### config.mk
export PLATFORM = sky130hd
export DESIGN_NAME = zwait_bridge
export DESIGN_NICKNAME = d
export VERILOG_FILES = /design/src/rtl/zwb_pkg.sv /design/src/rtl/zwb_sync.sv /design/src/rtl/zwb_window.sv /design/src/rtl/zwb_cfg.sv /design/src/rtl/zwb_ctrl.sv /design/src/rtl/zwait_bridge.sv
export SDC_FILE = /design/constraint.sdc
export NUM_CORES = 1
export LEC_CHECK = 0
export BUFFER_PORTS_ARGS = -buffer_cell sky130_fd_sc_hd__buf_4
export CORE_AREA = 2 2 108 110
export CTS_CLUSTER_SIZE = 16
export DETAILED_ROUTE_END_ITERATION = 8
export DIE_AREA = 0 0 110 112
export GPL_TIMING_DRIVEN = 0
export SLEW_MARGIN = 20
export SYNTH_ARGS = -nofsm -noshare
export SYNTH_HDL_FRONTEND = slang
export SYNTH_SLANG_ARGS = --single-unit
### constraint.sdc
create_clock -name clk -period 4 [get_ports clk]
set_input_delay 0.2 -clock clk [delete_from_list [all_inputs] [get_ports clk]]
set_output_delay 0.2 -clock clk [all_outputs]
set_load 0.05 [all_outputs]
### src/rtl/zwb_pkg.sv
package zwb_pkg;

  // Access sequencer states
  typedef enum logic [2:0] {
    ST_IDLE  = 3'd0,  // waiting for an in-window memory strobe
    ST_ARM   = 3'd1,  // stall raised, waiting for RD or WR
    ST_ISSUE = 3'd2,  // internal request outstanding
    ST_HOLD  = 3'd3,  // acknowledged, delay counter still running
    ST_DONE  = 3'd4   // released, waiting for the strobe to rise
  } zwb_state_e;

endpackage

### src/rtl/zwb_sync.sv
module zwb_sync #(
  parameter int          W       = 1,
  parameter int          STAGES  = 2,
  parameter logic [W-1:0] RST_VAL = '0
) (
  input  logic         clk,
  input  logic         rst_n,
  input  logic [W-1:0] d,
  output logic [W-1:0] q
);

  logic [W-1:0] stg_q [STAGES];

  always_ff @(posedge clk or negedge rst_n) begin
    if (!rst_n) begin
      for (int i = 0; i < STAGES; i++) stg_q[i] <= RST_VAL;
    end else begin
      stg_q[0] <= d;
      for (int i = 1; i < STAGES; i++) stg_q[i] <= stg_q[i-1];
    end
  end

  assign q = stg_q[STAGES-1];

endmodule

### src/rtl/zwb_window.sv
module zwb_window #(
  parameter int          ADDR_W   = 16,
  parameter int          STABLE_N = 3,
  parameter int unsigned WIN_LO   = 32'h8000,
  parameter int unsigned WIN_HI   = 32'hBFFF
) (
  input  logic              clk,
  input  logic              rst_n,
  input  logic [ADDR_W-1:0] addr,
  output logic              win_ok
);

  localparam logic [ADDR_W-1:0] LO = ADDR_W'(WIN_LO);
  localparam logic [ADDR_W-1:0] HI = ADDR_W'(WIN_HI);

  logic                in_raw;
  logic [STABLE_N-1:0] hist_q;
  logic [STABLE_N-1:0] hist_n;

  // Window compare; a zero lower bound needs no comparator
  generate
    if (WIN_LO == 0) begin : g_top_only
      assign in_raw = (addr <= HI);
    end else begin : g_both
      assign in_raw = (addr >= LO) && (addr <= HI);
    end
  endgenerate

  // Stability history: oldest sample in the top bit
  generate
    if (STABLE_N == 1) begin : g_one
      assign hist_n = in_raw;
    end else begin : g_many
      assign hist_n = {hist_q[STABLE_N-2:0], in_raw};
    end
  endgenerate

  always_ff @(posedge clk or negedge rst_n) begin
    if (!rst_n) hist_q <= '0;
    else        hist_q <= hist_n;
  end

  assign win_ok = &hist_q;

  // a single outside sample blocks the next cycle
  p_gap_blocks_r3: assert property (@(posedge clk) disable iff (!rst_n)
    !in_raw |=> !win_ok);

  // acceptance requires the previous sample inside
  p_needs_history_r3: assert property (@(posedge clk) disable iff (!rst_n)
    win_ok |-> $past(in_raw));

endmodule

### src/rtl/zwb_cfg.sv
module zwb_cfg #(
  parameter int           DATA_W   = 8,
  parameter int           PORT_W   = 8,
  parameter logic [7:0]   CFG_PORT = 8'h3C,
  parameter logic [DATA_W-1:0] CFG_RST = DATA_W'(1)
) (
  input  logic              clk,
  input  logic              rst_n,
  input  logic              iorq_n,
  input  logic              wr_n,
  input  logic [PORT_W-1:0] port,
  input  logic [DATA_W-1:0] din,
  output logic              cfg_en,
  output logic [DATA_W-2:0] cfg_cnt
);

  logic              hit;
  logic [DATA_W-1:0] cfg_q;

  assign hit = !iorq_n && !wr_n && (port == PORT_W'(CFG_PORT));

  always_ff @(posedge clk or negedge rst_n) begin
    if (!rst_n)   cfg_q <= CFG_RST;
    else if (hit) cfg_q <= din;
  end

  assign cfg_en  = cfg_q[0];
  assign cfg_cnt = cfg_q[DATA_W-1:1];

  // the register changes only through a matching port write
  p_cfg_only_on_port_r6: assert property (@(posedge clk) disable iff (!rst_n)
    !$stable(cfg_q) |-> $past(hit));

endmodule

### src/rtl/zwb_ctrl.sv
module zwb_ctrl
  import zwb_pkg::*;
#(
  parameter int          ADDR_W = 16,
  parameter int          DATA_W = 8,
  parameter int unsigned WIN_LO = 32'h8000
) (
  input  logic              clk,
  input  logic              rst_n,
  input  logic              mreq_n,
  input  logic              rd_n,
  input  logic              wr_n,
  input  logic [ADDR_W-1:0] addr,
  input  logic [DATA_W-1:0] din,
  input  logic              win_ok,
  input  logic              cfg_en,
  input  logic [DATA_W-2:0] cfg_cnt,
  output logic              wait_req,
  output logic              mem_req,
  output logic              mem_we,
  output logic [ADDR_W-1:0] mem_addr,
  output logic [DATA_W-1:0] mem_wdata,
  input  logic [DATA_W-1:0] mem_rdata,
  input  logic              mem_ack,
  output logic [DATA_W-1:0] host_dout,
  output logic              host_dout_oe
);

  localparam int                CW = DATA_W - 1;
  localparam logic [ADDR_W-1:0] LO = ADDR_W'(WIN_LO);

  zwb_state_e        st_q,    st_n;
  logic [CW-1:0]     cnt_q,   cnt_n;
  logic              wait_q,  wait_n;
  logic              acked_q, acked_n;
  logic              isrd_q,  isrd_n;
  logic [ADDR_W-1:0] addr_q,  addr_n;
  logic [DATA_W-1:0] wdat_q,  wdat_n;
  logic [DATA_W-1:0] rbuf_q,  rbuf_n;
  logic              cnt_zero;

  assign cnt_zero = (cnt_q == '0);

  // Next-state logic
  always_comb begin
    st_n    = st_q;
    cnt_n   = cnt_q;
    wait_n  = wait_q;
    acked_n = acked_q;
    isrd_n  = isrd_q;
    addr_n  = addr_q;
    wdat_n  = wdat_q;
    rbuf_n  = rbuf_q;
    if (st_q != ST_IDLE && !cnt_zero) cnt_n = cnt_q - CW'(1);
    unique case (st_q)
      ST_IDLE: begin
        if (!mreq_n && win_ok) begin
          st_n    = ST_ARM;
          cnt_n   = cfg_en ? cfg_cnt : '0;
          wait_n  = cfg_en;
          acked_n = 1'b0;
          addr_n  = addr - LO;
        end
      end
      ST_ARM: begin
        if (mreq_n) begin
          st_n   = ST_IDLE;
          wait_n = 1'b0;
        end else if (!rd_n) begin
          st_n   = ST_ISSUE;
          isrd_n = 1'b1;
        end else if (!wr_n) begin
          st_n   = ST_ISSUE;
          isrd_n = 1'b0;
          wdat_n = din;
        end
      end
      ST_ISSUE: begin
        if (mem_ack) begin
          st_n    = ST_HOLD;
          acked_n = 1'b1;
          if (isrd_q) rbuf_n = mem_rdata;
        end
      end
      ST_HOLD: begin
        if (cnt_zero) begin
          st_n   = ST_DONE;
          wait_n = 1'b0;
        end
      end
      ST_DONE: begin
        if (mreq_n) st_n = ST_IDLE;
      end
      default: st_n = ST_IDLE;
    endcase
  end

  // State registers
  always_ff @(posedge clk or negedge rst_n) begin
    if (!rst_n) begin
      st_q    <= ST_IDLE;
      cnt_q   <= '0;
      wait_q  <= 1'b0;
      acked_q <= 1'b0;
      isrd_q  <= 1'b0;
      addr_q  <= '0;
      wdat_q  <= '0;
      rbuf_q  <= '0;
    end else begin
      st_q    <= st_n;
      cnt_q   <= cnt_n;
      wait_q  <= wait_n;
      acked_q <= acked_n;
      isrd_q  <= isrd_n;
      addr_q  <= addr_n;
      wdat_q  <= wdat_n;
      rbuf_q  <= rbuf_n;
    end
  end

  assign wait_req     = wait_q;
  assign mem_req      = (st_q == ST_ISSUE);
  assign mem_we       = !isrd_q;
  assign mem_addr     = addr_q;
  assign mem_wdata    = wdat_q;
  assign host_dout    = rbuf_q;
  assign host_dout_oe = (st_q == ST_DONE) && isrd_q && !rd_n;

  // release only with an expired counter after acknowledge,
  // or when the host abandons the cycle
  p_release_gate_r7: assert property (@(posedge clk) disable iff (!rst_n)
    $fell(wait_q) |-> $past(mreq_n) || ($past(cnt_zero) && $past(acked_q)));

  // one request per acknowledge
  p_single_beat_r9: assert property (@(posedge clk) disable iff (!rst_n)
    mem_req && mem_ack |=> !mem_req);

  // no new trigger while the host strobe stays low after release
  p_no_rearm_r9: assert property (@(posedge clk) disable iff (!rst_n)
    st_q == ST_DONE && !mreq_n |=> st_q == ST_DONE);

endmodule

### src/rtl/zwait_bridge.sv
module zwait_bridge #(
  parameter int          ADDR_W   = 16,
  parameter int          DATA_W   = 8,
  parameter int unsigned WIN_LO   = 32'h8000,
  parameter int unsigned WIN_HI   = 32'hBFFF,
  parameter logic [7:0]  CFG_PORT = 8'h3C,
  parameter logic [7:0]  CFG_RST  = 8'h01,
  parameter int          SYNC_N   = 2,
  parameter int          STABLE_N = 3
) (
  input  logic              clk,
  input  logic              rst_n,
  input  logic              host_mreq_n,
  input  logic              host_iorq_n,
  input  logic              host_rd_n,
  input  logic              host_wr_n,
  input  logic [ADDR_W-1:0] host_addr,
  input  logic [DATA_W-1:0] host_din,
  output logic [DATA_W-1:0] host_dout,
  output logic              host_dout_oe,
  output logic              wait_req,
  output logic              mem_req,
  output logic              mem_we,
  output logic [ADDR_W-1:0] mem_addr,
  output logic [DATA_W-1:0] mem_wdata,
  input  logic [DATA_W-1:0] mem_rdata,
  input  logic              mem_ack
);

  localparam int PORT_W = 8;

  logic [1:0]        rst_pipe_q;
  logic              rst_ni;
  logic [3:0]        strb_s;
  logic [ADDR_W-1:0] addr_s;
  logic [DATA_W-1:0] din_s;
  logic              mreq_s, iorq_s, rd_s, wr_s;
  logic              win_ok;
  logic              cfg_en;
  logic [DATA_W-2:0] cfg_cnt;

  // Reset asserted asynchronously, released on the clock
  always_ff @(posedge clk or negedge rst_n) begin
    if (!rst_n) rst_pipe_q <= '0;
    else        rst_pipe_q <= {rst_pipe_q[0], 1'b1};
  end
  assign rst_ni = rst_pipe_q[1];

  zwb_sync #(.W(4), .STAGES(SYNC_N), .RST_VAL(4'hF)) u_sync_strb (
    .clk(clk), .rst_n(rst_ni),
    .d({host_mreq_n, host_iorq_n, host_rd_n, host_wr_n}),
    .q(strb_s)
  );
  assign {mreq_s, iorq_s, rd_s, wr_s} = strb_s;

  zwb_sync #(.W(ADDR_W), .STAGES(SYNC_N), .RST_VAL('0)) u_sync_addr (
    .clk(clk), .rst_n(rst_ni), .d(host_addr), .q(addr_s)
  );

  zwb_sync #(.W(DATA_W), .STAGES(SYNC_N), .RST_VAL('0)) u_sync_data (
    .clk(clk), .rst_n(rst_ni), .d(host_din), .q(din_s)
  );

  zwb_window #(
    .ADDR_W(ADDR_W), .STABLE_N(STABLE_N), .WIN_LO(WIN_LO), .WIN_HI(WIN_HI)
  ) u_window (
    .clk(clk), .rst_n(rst_ni), .addr(addr_s), .win_ok(win_ok)
  );

  zwb_cfg #(
    .DATA_W(DATA_W), .PORT_W(PORT_W), .CFG_PORT(CFG_PORT),
    .CFG_RST(DATA_W'(CFG_RST))
  ) u_cfg (
    .clk(clk), .rst_n(rst_ni), .iorq_n(iorq_s), .wr_n(wr_s),
    .port(addr_s[PORT_W-1:0]), .din(din_s),
    .cfg_en(cfg_en), .cfg_cnt(cfg_cnt)
  );

  zwb_ctrl #(.ADDR_W(ADDR_W), .DATA_W(DATA_W), .WIN_LO(WIN_LO)) u_ctrl (
    .clk(clk), .rst_n(rst_ni),
    .mreq_n(mreq_s), .rd_n(rd_s), .wr_n(wr_s),
    .addr(addr_s), .din(din_s), .win_ok(win_ok),
    .cfg_en(cfg_en), .cfg_cnt(cfg_cnt),
    .wait_req(wait_req), .mem_req(mem_req), .mem_we(mem_we),
    .mem_addr(mem_addr), .mem_wdata(mem_wdata),
    .mem_rdata(mem_rdata), .mem_ack(mem_ack),
    .host_dout(host_dout), .host_dout_oe(host_dout_oe)
  );

  // a stall starts only from a settled in-window address with the strobe low
  p_wait_needs_window_r4: assert property (@(posedge clk) disable iff (!rst_ni)
    $rose(wait_req) |-> $past(win_ok) && !$past(mreq_s));

  // a stall starts only while insertion is enabled
  p_wait_needs_enable_r10: assert property (@(posedge clk) disable iff (!rst_ni)
    $rose(wait_req) |-> $past(cfg_en));

  // data is never driven while the host is still stalled
  p_oe_after_release_r8: assert property (@(posedge clk) disable iff (!rst_ni)
    host_dout_oe |-> !wait_req);

  // quiet outputs right after reset release
  p_quiet_after_reset_r1: assert property (@(posedge clk) disable iff (!rst_ni)
    $rose(rst_ni) |-> !wait_req && !mem_req);

endmodule

==> metrics.cfg <==
[global_route]
grtUsageTotal=0.135
grt_pass1_vias=2515
antenna_found_initial=0
grt_start_max_net_pins=43
grt_overflow_total=0
grt_pass1_wl_um=12200

[sta]
relSlewSlack=0.576
hold_viol=0
slew_violations=0
tns_ns=0
whs_ns=0.0298
grt_setup_unrepaired=false
fin_crit_ns=1.95
worstMarginPinSlew_ns=0.632
skew_ns=0.00652
finalCritPeriodShare=0.489
setup_violations=0
max_freq_mhz=512

[synthesis]
ys_seq_area_frac=0.744
synthDistinctLibCells=41
synthTopCellsByArea=dfrtp_1, mux2_2, dfstp_2
synth_area_mm2=0.00382
synth-warning-count=0
ys_ff_latch=113
synthFlopType=dfrtp_1
synthArstFlopShare=1.00
synth_top_cell_by_area=dfrtp_1
synth_nets=308
synthCells=267
syn_area_per_cell_um2=14.3
synth_top_cell_area_share=0.682
synth-edff-count=0

[finish]
design_area_mm2=0.00545
nets=432
final_layout_size_suffix_gt1_frac=0.379
antenna_cells=0
area_growth_pct=42.8

[outcome]
status=finished, final reports clean

[clocking]
cts_buffers=17
cts_tree=built
clk_pin_slew_ns=0.05
clockBufferDepth=2
postCtsResizedCells=0
ctsHoldBuffers=29
clk_latency_ns=0.41
postCtsSetupBuffers=0
clock-sinks=113
h-tree-depth=4
clockRootBuffer=clkbuf_16

[worst_setup_path]
crit_chain=or4_4 > nor4_4 > mux2_2
slowest_delay_ns=0.55
cp-end-kind=flip-flop
crit_required_ns=4.29
critPathSlowestCell=or4_4
critPathKind=reg -> reg
worst_ep_arrival_time_ns=2.24
start_kind=flip-flop
crit_fanout=8
r2r_slack_ns=2.05

[hold_path]
hp-class=in -> reg

[power_and_ir_drop]
ir_drop_mv=0.342
p_leak_uw=0.00260
power_density_mw_per_mm2=699

[drt]
wire_per_inst_um=13.4
drt_iter0_drc=120
finalWirelength_um=7310
dr.pass1.iters=4
vias_per_cell=4.49
drc=0
vias=2457
ant_nets=0

[floorplanning]
fp.dieW_um=110
die_y_um=112
dieArea_mm2=0.0123
pin_count=75
initial_core_util=0.342
core_area_mm2=0.0112
rows=39

[placement]
dpl_cell_area_mm2=0.00459
place.gp.congestion=0.806
port_buffers=74
dp_hpwl_um=4730

[run]
maxCapViolCount=0

cell type report:
type	instances	area [um^2]
Multi-Input combinational cell	142	910
Inverter	3	11.3
Clock buffer	26	509
Fill cell	965	5730
Timing Repair Buffer	105	886
Tap cell	143	179
Clock inverter	6	55.1
Sequential cell	113	2840
Buffer	9	56.3
synthesized netlist by cell type, drive strengths merged (2+ instances only):
cell type,instances
mux2,24
nand2,50
nand4b,2
o21ai,5
or4,2
a21oi,6
dfrtp,104
nand3,11
dfstp,9
nand2b,4
a31oi,2
nor4,3
ha,2
inv,3
buf,8
or2,2
o211ai,3
nor3,2
nor2,7
or3,3
metal layers:
layer / up-vias / wire length (um) / GRT usage
li1: 1162 / - / -
met1: 1215 / 3230 / 0.170
met2: 66 / 3530 / 0.202
met3: 14 / 407 / 0.0480
met4: 0 / 151 / 0.0709
met5: - / 0 / 0
cells in the final DEF, fill, tap and decap left out, types with 9 or more instances in the layout:
master,Yosys,routed
nand3_1,11,11
dfstp_2,9,9
clkbuf_16,0,17
nand2_1,49,49
dfrtp_1,104,103
buf_4,0,74
mux2_2,24,24
dlygate4sd3_1,0,29
path summary, 6_finish.rpt:
kind | endpoint | startpoint | cells past startpoint
max | u_cfg.cfg_q[3]$_DFFE_PN0P_ | u_sync_strb.q[0]$_DFF_PN1_ | 3
min | u_ctrl.host_dout[0]$_DFFE_PN0P_ | mem_rdata[0] | 2
max reg2reg | u_cfg.cfg_q[3]$_DFFE_PN0P_ | u_sync_strb.q[0]$_DFF_PN1_ | 3
min reg2reg | u_sync_data.q[2]$_DFF_PN0_ | rst_pipe_q[1]$_DFF_PN0_ | 0
max in group asynchronous | u_sync_strb.q[2]$_DFF_PN1_ | rst_pipe_q[1]$_DFF_PN0_ | 2
min in group asynchronous | rst_pipe_q[0]$_DFF_PN0_ | rst_n | 2
metrics by stage:
| step | util | total power, uW | cells | setup WS [ns] |
|---|---|---|---|---|
| after global placement | 0.407 | 2370 | 484 | -0.479 |
| after global routing | 0.488 | 4000 | 547 | 1.95 |
| after CTS | 0.488 | 3860 | 547 | 2.02 |
| after floorplan | - | 2110 | 267 | 0.635 |
| after detailed placement | 0.411 | 2400 | 486 | 2.03 |
| final | 0.488 | 3810 | 547 | 2.05 |
registers in the layout, summed over array words and instances (netlist names):
register and count:
u_ctrl.isrd_q 1, u_ctrl.mem_addr 16, u_cfg.cfg_q 8, u_window.hist_q 3, u_sync_data.q 8, u_sync_data.stg_q 8
u_ctrl.st_q 3, u_ctrl.wait_req 1, u_sync_strb.q 4, u_ctrl.host_dout 8, u_sync_strb.stg_q 4, u_sync_addr.q 16
u_sync_addr.stg_q 16, u_ctrl.cnt_q 7, u_ctrl.mem_wdata 8, rst_pipe_q 2
critical path: cells and delay by family (launching register included):
kind / cells / cell delay (ns)
mux: 1 / 0.40
flops: 1 / 0.39
simple gates: 2 / 1.04
report_power, final:
part	leakage, uW	switching (uW)	internal, uW
logic	0.000943	609	352
clock network	0.000284	477	929
registers	0.00137	109	1330
total	0.00260	1190	2610
cell families after synthesis:
kind of cell | Yosys count | share of synthesized area
AOI/OAI and AO/OA | 22 | 0.0380
xor gates and xnor gates | 1 | 0.00230
adders and majority gates | 2 | 0.00656
buffers and inverters | 12 | 0.0177
DFF | 113 | 0.744
muxes | 25 | 0.0734
other | 1 | 0.000983
and+or+nand+nor | 91 | 0.117
(Power assumes the default switching activity.)
